$ cat src/rtl/admit_pkg.sv
// Shared widths and record types for the admission controller.
// Assumes every capacity parameter of the top fits in AW bits.
package admit_pkg;
    localparam int TW = 12;   // threads per block field
    localparam int RW = 8;    // registers per thread field
    localparam int SW = 17;   // shared bytes per block field
    localparam int AW = 24;   // accounting width

    typedef struct packed {
        logic [TW-1:0] threads;
        logic [RW-1:0] rpt;
        logic [SW-1:0] smem;
    } blk_req_t;

    typedef struct packed {
        logic [AW-1:0] threads;
        logic [AW-1:0] regs;
        logic [AW-1:0] smem;
        logic [AW-1:0] warps;
    } blk_dem_t;

    // Whole-block demand derived from a raw request.
    function automatic blk_dem_t demand_of(blk_req_t r, int unsigned warp);
        blk_dem_t d;
        d.threads = AW'(r.threads);
        d.regs    = AW'(r.threads) * AW'(r.rpt);
        d.smem    = AW'(r.smem);
        d.warps   = (AW'(r.threads) + AW'(warp - 1)) / AW'(warp);
        return d;
    endfunction
endpackage

$ cat src/rtl/adm_req_fifo.sv
// In-order request queue. Assumes the caller pushes only when not full
// and pops only when not empty. Storage is not reset; only pointers are.
module adm_req_fifo #(
    parameter int DEPTH = 4,
    parameter int W     = 8
) (
    input  logic         clk,
    input  logic         rst_n,
    input  logic         push,
    input  logic [W-1:0] din,
    input  logic         pop,
    output logic [W-1:0] dout,
    output logic         empty,
    output logic         full
);
    localparam int PW = (DEPTH > 1) ? $clog2(DEPTH) : 1;
    localparam int CW = $clog2(DEPTH + 1);

    logic [W-1:0]  mem [DEPTH];
    logic [PW-1:0] rd_ptr, wr_ptr;
    logic [CW-1:0] cnt;

    assign empty = (cnt == '0);
    assign full  = (cnt == CW'(DEPTH));
    assign dout  = mem[rd_ptr];

    // Write the incoming entry into storage.
    always_ff @(posedge clk) begin
        if (push) mem[wr_ptr] <= din;
    end

    // Advance pointers and occupancy.
    always_ff @(posedge clk) begin
        if (!rst_n) begin
            rd_ptr <= '0;
            wr_ptr <= '0;
            cnt    <= '0;
        end else begin
            if (push) wr_ptr <= (wr_ptr == PW'(DEPTH - 1)) ? '0 : wr_ptr + 1'b1;
            if (pop)  rd_ptr <= (rd_ptr == PW'(DEPTH - 1)) ? '0 : rd_ptr + 1'b1;
            if (push && !pop)      cnt <= cnt + 1'b1;
            else if (pop && !push) cnt <= cnt - 1'b1;
        end
    end
endmodule

$ cat src/rtl/adm_slot_table.sv
// Resident-block slots. Each slot holds the full demand of the block placed
// in it. A completion on a busy slot yields that demand for release. Free-slot
// search sees a slot released this cycle as free, and allocation wins over
// release on the same slot.
module adm_slot_table
    import admit_pkg::*;
#(
    parameter int NSLOT  = 8,
    parameter int SLOT_W = 3
) (
    input  logic              clk,
    input  logic              rst_n,
    input  logic              rel_req,
    input  logic [SLOT_W-1:0] rel_idx,
    input  logic              alloc_en,
    input  blk_dem_t          alloc_dem,
    output logic              rel_en,
    output blk_dem_t          rel_dem,
    output logic              free_ok,
    output logic [SLOT_W-1:0] free_idx
);
    logic     busy  [NSLOT];
    logic     avail [NSLOT];
    blk_dem_t dem   [NSLOT];

    // Resolve the release target and pick the lowest free slot.
    always_comb begin
        rel_en   = 1'b0;
        rel_dem  = '0;
        for (int i = 0; i < NSLOT; i++) begin
            if (rel_req && rel_idx == SLOT_W'(i) && busy[i]) begin
                rel_en  = 1'b1;
                rel_dem = dem[i];
            end
        end
        for (int i = 0; i < NSLOT; i++)
            avail[i] = !busy[i] || (rel_en && rel_idx == SLOT_W'(i));
        free_ok  = 1'b0;
        free_idx = '0;
        for (int i = NSLOT - 1; i >= 0; i--) begin
            if (avail[i]) begin
                free_ok  = 1'b1;
                free_idx = SLOT_W'(i);
            end
        end
    end

    for (genvar g = 0; g < NSLOT; g++) begin : g_slot
        // Hold one block's booking; fill on grant, clear on completion.
        always_ff @(posedge clk) begin
            if (!rst_n) begin
                busy[g] <= 1'b0;
                dem[g]  <= '0;
            end else if (alloc_en && free_idx == SLOT_W'(g)) begin
                busy[g] <= 1'b1;
                dem[g]  <= alloc_dem;
            end else if (rel_en && rel_idx == SLOT_W'(g)) begin
                busy[g] <= 1'b0;
            end
        end
    end
endmodule

$ cat src/rtl/adm_ledger.sv
// Usage counters for the four budgets plus active warps. Fit and too-big
// tests are made against the counters after this cycle's release.
// Assumes at most one release and one allocation per cycle.
module adm_ledger
    import admit_pkg::*;
#(
    parameter int MAX_THREADS = 1536,
    parameter int MAX_BLOCKS  = 8,
    parameter int REG_CAP     = 16384,
    parameter int SMEM_CAP    = 49152,
    parameter int BLK_W       = 4
) (
    input  logic             clk,
    input  logic             rst_n,
    input  logic             rel_en,
    input  blk_dem_t         rel_dem,
    input  logic             alloc_en,
    input  blk_dem_t         alloc_dem,
    input  blk_dem_t         head_dem,
    output logic             fit_ok,
    output logic             too_big,
    output logic [AW-1:0]    used_threads,
    output logic [AW-1:0]    used_regs,
    output logic [AW-1:0]    used_smem,
    output logic [AW-1:0]    used_warps,
    output logic [BLK_W-1:0] used_blocks
);
    localparam logic [AW-1:0] CAP_T = AW'(MAX_THREADS);
    localparam logic [AW-1:0] CAP_R = AW'(REG_CAP);
    localparam logic [AW-1:0] CAP_S = AW'(SMEM_CAP);

    blk_dem_t         after;
    logic [BLK_W-1:0] after_blocks;

    // Usage once this cycle's release is taken out.
    always_comb begin
        after.threads = used_threads - (rel_en ? rel_dem.threads : '0);
        after.regs    = used_regs    - (rel_en ? rel_dem.regs    : '0);
        after.smem    = used_smem    - (rel_en ? rel_dem.smem    : '0);
        after.warps   = used_warps   - (rel_en ? rel_dem.warps   : '0);
        after_blocks  = used_blocks  - BLK_W'(rel_en);
    end

    // Room and feasibility tests for the head request.
    always_comb begin
        fit_ok  = (after.threads + head_dem.threads <= CAP_T) &&
                  (after.regs    + head_dem.regs    <= CAP_R) &&
                  (after.smem    + head_dem.smem    <= CAP_S);
        too_big = (head_dem.threads == '0)   ||
                  (head_dem.threads > CAP_T) ||
                  (head_dem.regs    > CAP_R) ||
                  (head_dem.smem    > CAP_S);
    end

    // Book the new block on top of the post-release usage.
    always_ff @(posedge clk) begin
        if (!rst_n) begin
            used_threads <= '0;
            used_regs    <= '0;
            used_smem    <= '0;
            used_warps   <= '0;
            used_blocks  <= '0;
        end else if (alloc_en) begin
            used_threads <= after.threads + alloc_dem.threads;
            used_regs    <= after.regs    + alloc_dem.regs;
            used_smem    <= after.smem    + alloc_dem.smem;
            used_warps   <= after.warps   + alloc_dem.warps;
            used_blocks  <= after_blocks  + 1'b1;
        end else begin
            used_threads <= after.threads;
            used_regs    <= after.regs;
            used_smem    <= after.smem;
            used_warps   <= after.warps;
            used_blocks  <= after_blocks;
        end
    end
endmodule

$ cat src/rtl/blk_admit_ctrl.sv
// Thread block admission for one multiprocessor. Queues requests in order,
// admits the head when thread, slot, register and shared-memory budgets all
// have room, discards heads that can never fit, and returns a block's full
// booking on its completion pulse. Release is applied before admission.
module blk_admit_ctrl
    import admit_pkg::*;
#(
    parameter int MAX_THREADS = 1536,
    parameter int MAX_BLOCKS  = 8,
    parameter int REG_CAP     = 16384,
    parameter int SMEM_CAP    = 49152,
    parameter int WARP        = 32,
    parameter int QDEPTH      = 4,
    localparam int SLOT_W     = (MAX_BLOCKS > 1) ? $clog2(MAX_BLOCKS) : 1,
    localparam int BLK_W      = $clog2(MAX_BLOCKS + 1)
) (
    input  logic              clk,
    input  logic              rst_n,
    input  logic              req_valid,
    input  logic [TW-1:0]     req_threads,
    input  logic [RW-1:0]     req_rpt,
    input  logic [SW-1:0]     req_smem,
    output logic              req_ready,
    input  logic              done_valid,
    input  logic [SLOT_W-1:0] done_slot,
    output logic              grant_valid,
    output logic [SLOT_W-1:0] grant_slot,
    output logic              drop_err,
    output logic [AW-1:0]     res_threads,
    output logic [BLK_W-1:0]  res_blocks,
    output logic [AW-1:0]     res_regs,
    output logic [AW-1:0]     res_smem,
    output logic [AW-1:0]     act_warps
);
    blk_req_t          in_req, head_req;
    blk_dem_t          head_dem, rel_dem;
    logic              q_empty, q_full, q_push, q_pop;
    logic              rel_en, free_ok, fit_ok, too_big;
    logic              do_grant, do_drop;
    logic [SLOT_W-1:0] free_idx;

    assign in_req    = '{threads: req_threads, rpt: req_rpt, smem: req_smem};
    assign req_ready = !q_full;
    assign q_push    = req_valid && !q_full;
    assign head_dem  = demand_of(head_req, WARP);
    assign do_drop   = !q_empty && too_big;
    assign do_grant  = !q_empty && !too_big && fit_ok && free_ok;
    assign q_pop     = do_drop || do_grant;

    adm_req_fifo #(.DEPTH(QDEPTH), .W($bits(blk_req_t))) u_fifo (
        .clk   (clk),
        .rst_n (rst_n),
        .push  (q_push),
        .din   (in_req),
        .pop   (q_pop),
        .dout  (head_req),
        .empty (q_empty),
        .full  (q_full)
    );

    adm_slot_table #(.NSLOT(MAX_BLOCKS), .SLOT_W(SLOT_W)) u_slots (
        .clk       (clk),
        .rst_n     (rst_n),
        .rel_req   (done_valid),
        .rel_idx   (done_slot),
        .alloc_en  (do_grant),
        .alloc_dem (head_dem),
        .rel_en    (rel_en),
        .rel_dem   (rel_dem),
        .free_ok   (free_ok),
        .free_idx  (free_idx)
    );

    adm_ledger #(
        .MAX_THREADS (MAX_THREADS),
        .MAX_BLOCKS  (MAX_BLOCKS),
        .REG_CAP     (REG_CAP),
        .SMEM_CAP    (SMEM_CAP),
        .BLK_W       (BLK_W)
    ) u_ledger (
        .clk          (clk),
        .rst_n        (rst_n),
        .rel_en       (rel_en),
        .rel_dem      (rel_dem),
        .alloc_en     (do_grant),
        .alloc_dem    (head_dem),
        .head_dem     (head_dem),
        .fit_ok       (fit_ok),
        .too_big      (too_big),
        .used_threads (res_threads),
        .used_regs    (res_regs),
        .used_smem    (res_smem),
        .used_warps   (act_warps),
        .used_blocks  (res_blocks)
    );

    // Register the per-cycle outcome pulses.
    always_ff @(posedge clk) begin
        if (!rst_n) begin
            grant_valid <= 1'b0;
            grant_slot  <= '0;
            drop_err    <= 1'b0;
        end else begin
            grant_valid <= do_grant;
            grant_slot  <= free_idx;
            drop_err    <= do_drop;
        end
    end
endmodule

$ cat config.mk
export PLATFORM = sky130hd
export DESIGN_NAME = blk_admit_ctrl
export DESIGN_NICKNAME = d
export VERILOG_FILES = /design/src/rtl/admit_pkg.sv /design/src/rtl/adm_req_fifo.sv /design/src/rtl/adm_slot_table.sv /design/src/rtl/adm_ledger.sv /design/src/rtl/blk_admit_ctrl.sv
export SDC_FILE = /design/constraint.sdc
export NUM_CORES = 2
export LEC_CHECK = 0
export CAP_MARGIN = 0
export CORE_UTILIZATION = 55
export DETAILED_ROUTE_END_ITERATION = 7
export HOLD_SLACK_MARGIN = 0.1
export PLACE_DENSITY = 0.72
export SYNTH_ARGS = -nofsm -noshare
export SYNTH_HDL_FRONTEND = slang
export SYNTH_HIERARCHICAL = 1
export SYNTH_SLANG_ARGS = --single-unit
$ cat constraint.sdc
create_clock -name clk -period 20.8 [get_ports clk]
set_input_delay 4.16 -clock clk [delete_from_list [all_inputs] [get_ports clk]]
set_output_delay 4.16 -clock clk [all_outputs]
set_load 0.1 [all_outputs]
==> results.sh <==
export IMPL_fmaxAchievable_mhz=61.9
export IMPL_portBuffers=149
export IMPL_path_buf_inv=6
export IMPL_slowest_delay_ps=1060
export IMPL_critical_path_class="input port to register"
export IMPL_path_max_fanout=73
export IMPL_final_common_cell="edfxtp_1"
export IMPL_yosys_warnings=6
export IMPL_report_final_setup_viol=0
export IMPL_antenna_cells=0
export IMPL_fin_crit_sh_pct=77.7
export IMPL_async_flop_share_pct=0
export IMPL_die_area_um2=107000
export IMPL_holdBufCountCts=0
export IMPL_worst_pin_slew_ps=1250
export IMPL_reg2reg_slack_ps=7610
export IMPL_clock_path_buffers=3
export IMPL_status="complete, no violations"
export IMPL_via_count=44100
export IMPL_worstHoldStart="u_fifo/cnt[2]"
export IMPL_syn_area_um2=57900
export IMPL_reg2reg_to="u_slots/dem[0][199]"
export IMPL_grt_max_degree=98
export IMPL_drc_errors=0
export IMPL_nFillCells=8275
export IMPL_antenna_found_initial=5
export IMPL_ctsResizeCount=0
export IMPL_end_kind="register"
export IMPL_dr_first_iter_drc_count=4712
export IMPL_required_ps=21110
export IMPL_worstSkewPairLatency_ps=720
export IMPL_ant_nets=0
export IMPL_rsz0062_at_grt="false"
export IMPL_cts_tree="done"
export IMPL_globalplace_congestion=0.947
export IMPL_maxSlewHeadroom_pct=16.4
export IMPL_htreeDepth=3
export IMPL_io_pins=150
export IMPL_clk_pin_slew_ps=60
export IMPL_cts_setup_buffers=0
export IMPL_synth_flop_cell="edfxtp_1"
export IMPL_synthCells=5227
export IMPL_synth_distinct_cells=97
export IMPL_root_buffer="clkbuf_16"
export IMPL_reg2reg_depth=34
export IMPL_start_util_pct=55.7
export IMPL_layout_min_cycle_time_ps=16160
export IMPL_slew_violations=0
export IMPL_holdPathStages=2
export IMPL_synth_edff_count=923
export IMPL_row_count=118
export IMPL_ys_seq_elements=1038
export IMPL_fin_tns_setup_ps=0
export IMPL_dp_hpwl_mm=112
export IMPL_overflow=0
export IMPL_min_to="u_fifo/cnt[2]"
export IMPL_hold_violations=0
export IMPL_cp_depth=36
export IMPL_grt_usage_pct=32.5
export IMPL_wl_per_cell_um=24.8
export IMPL_hold_class="register to register"
export IMPL_critical_path_arrival_ps=16470
export IMPL_syn_mean_instance_area_um2=11.1
export IMPL_die_h_um=326
export IMPL_seq_area_frac_synth_pct=51.8
export IMPL_grt_pass1_vias=43100
export IMPL_cts_made_buffers=108
export IMPL_grt_pass1_wl_mm=262
export IMPL_viasPerCell=6.26
export IMPL_routed_wl_mm=175
export IMPL_synthToLayoutAreaGrowth_pct=13.0
export IMPL_cts_sinks=1038
export IMPL_core_area_um2=104000
export IMPL_nNetsFinal=5998
export IMPL_critPathTopFamily="compound AO/OA/AOI/OAI gates"
export IMPL_critPathSlowestCell="o21ai_4"
export IMPL_drive_gt1_share_pct=6.28
export IMPL_startpoint_type="input port"
export IMPL_dieWidth_um=326
export IMPL_drv_cap=0
export IMPL_dr_pass1_iters=6
export IMPL_final_cell_mix="edfxtp_1 (923), nor2_1 (600), and2_1 (481), nand2_1 (376), a21oi_1 (322)"
export IMPL_clock_skew_ps=38.7
## synth_stat cells (14+ instances only)
master	number	area share, %
xnor2_1	149	2.3
o22ai_1	99	1.1
buf_2	45	0.39
nor2b_1	33	0.36
nand4_1	21	0.23
a21oi_1	322	2.8
nor3_1	69	0.60
a31oi_1	22	0.24
a22oi_1	27	0.35
nand2b_1	44	0.48
nor4_1	24	0.26
fa_1	72	2.5
and3_1	26	0.28
o31ai_1	14	0.18
o21a_1	46	0.60
buf_1	19	0.12
dfxtp_1	115	4.0
o21ai_0	131	1.1
a221o_1	86	1.5
clkbuf_1	199	1.3
inv_1	163	1.1
o211ai_1	26	0.34
a221oi_1	98	1.5
nand2_1	377	2.4
a211oi_1	33	0.43
edfxtp_1	923	48
nand3_1	79	0.68
o221ai_1	89	1.3
mux4_2	30	1.2
a21o_1	76	0.99
xor2_1	72	1.1
o21bai_1	28	0.36
ha_1	305	6.6
mux2i_1	46	0.80
nor2_1	602	3.9
and2_1	486	5.3
or3_1	38	0.41
## through the flow
step | instance area [um2] | setup WS, ps | utilization (%) | instances | hold WS, ps
final | 65400 | 4640 | 63.0 | 7049 | 529
after global routing | 65400 | 3980 | 63.0 | 7049 | 535
after CTS | 65400 | 4770 | 63.0 | 7049 | 523
after detailed placement | 61900 | 4070 | 59.5 | 6847 | 518
after global placement | 61900 | 4420 | 59.5 | 6847 | 497
after floorplan | 59000 | 1900 | - | 5511 | 472
## metal layers
| metal | vias to the layer above | GRT usage [%] | wire (um) |
|---|---|---|---|
| li1 | 19800 | - | - |
| met4 | 0 | 15.5 | 9220 |
| met1 | 21500 | 41.8 | 67800 |
| met2 | 2407 | 54.2 | 83000 |
| met5 | - | 0 | 0 |
| met3 | 439 | 4.62 | 15000 |
## worst max path at each step
stage,startpoint,end,slack [ps]
6_report,done_valid,u_slots/dem[0][199],4640
5_1_grt,done_slot[0],u_slots/dem[0][199],3980
4_1_cts,done_slot[0],u_slots/dem[0][200],4770
3_5_place_dp,done_slot[0],u_slots/dem[0][272],4070
3_3_place_gp,done_valid,u_slots/dem[0][195],4420
2_1_floorplan,done_slot[2],u_slots/dem[1][192],1900
## tightest hold or removal path: cells and delay by family (launching register included)
family,cells,cell delay [ps]
compound gates,2,150
flops,1,330
## cells by family (layout without fill, tap and decap cells)
kind of cell	after synthesis	count (layout)	share of synthesized area [%]
compound gates	1212	1212	14.6
xor+xnor	221	221	3.34
fa+ha+maj	377	377	9.08
buf+inv	441	599	3.11
flops	1038	1038	51.8
mux	84	84	2.30
other cells	1	285	0.00648
simple gates	1853	1853	15.7
## final cells by class
cell class | instances | area [um2] | share of cell area [%]
multi-input combinational | 4032 | 27400 | 41.8
clock inverter | 65 | 692 | 1.06
tap | 1380 | 1730 | 2.64
inverter | 165 | 622 | 0.950
sequential | 1038 | 30000 | 45.9
timing repair buffer | 232 | 2120 | 3.24
clock buffer | 137 | 2890 | 4.42
## state kept, by name, indices dropped and copies added (netlist names), 4 cells and up, named ones only
| name | cells |
|---|---|
| u_ledger/used_threads | 24 |
| u_slots/dem | 768 |
| u_ledger/used_blocks | 4 |
| u_ledger/used_smem | 24 |
| u_ledger/used_regs | 24 |
| u_slots/busy | 8 |
| u_fifo/mem | 148 |
| u_ledger/used_warps | 24 |
Power is not shown: default switching activity piles up to over one toggle a cycle in this logic, so the estimate is an artifact.
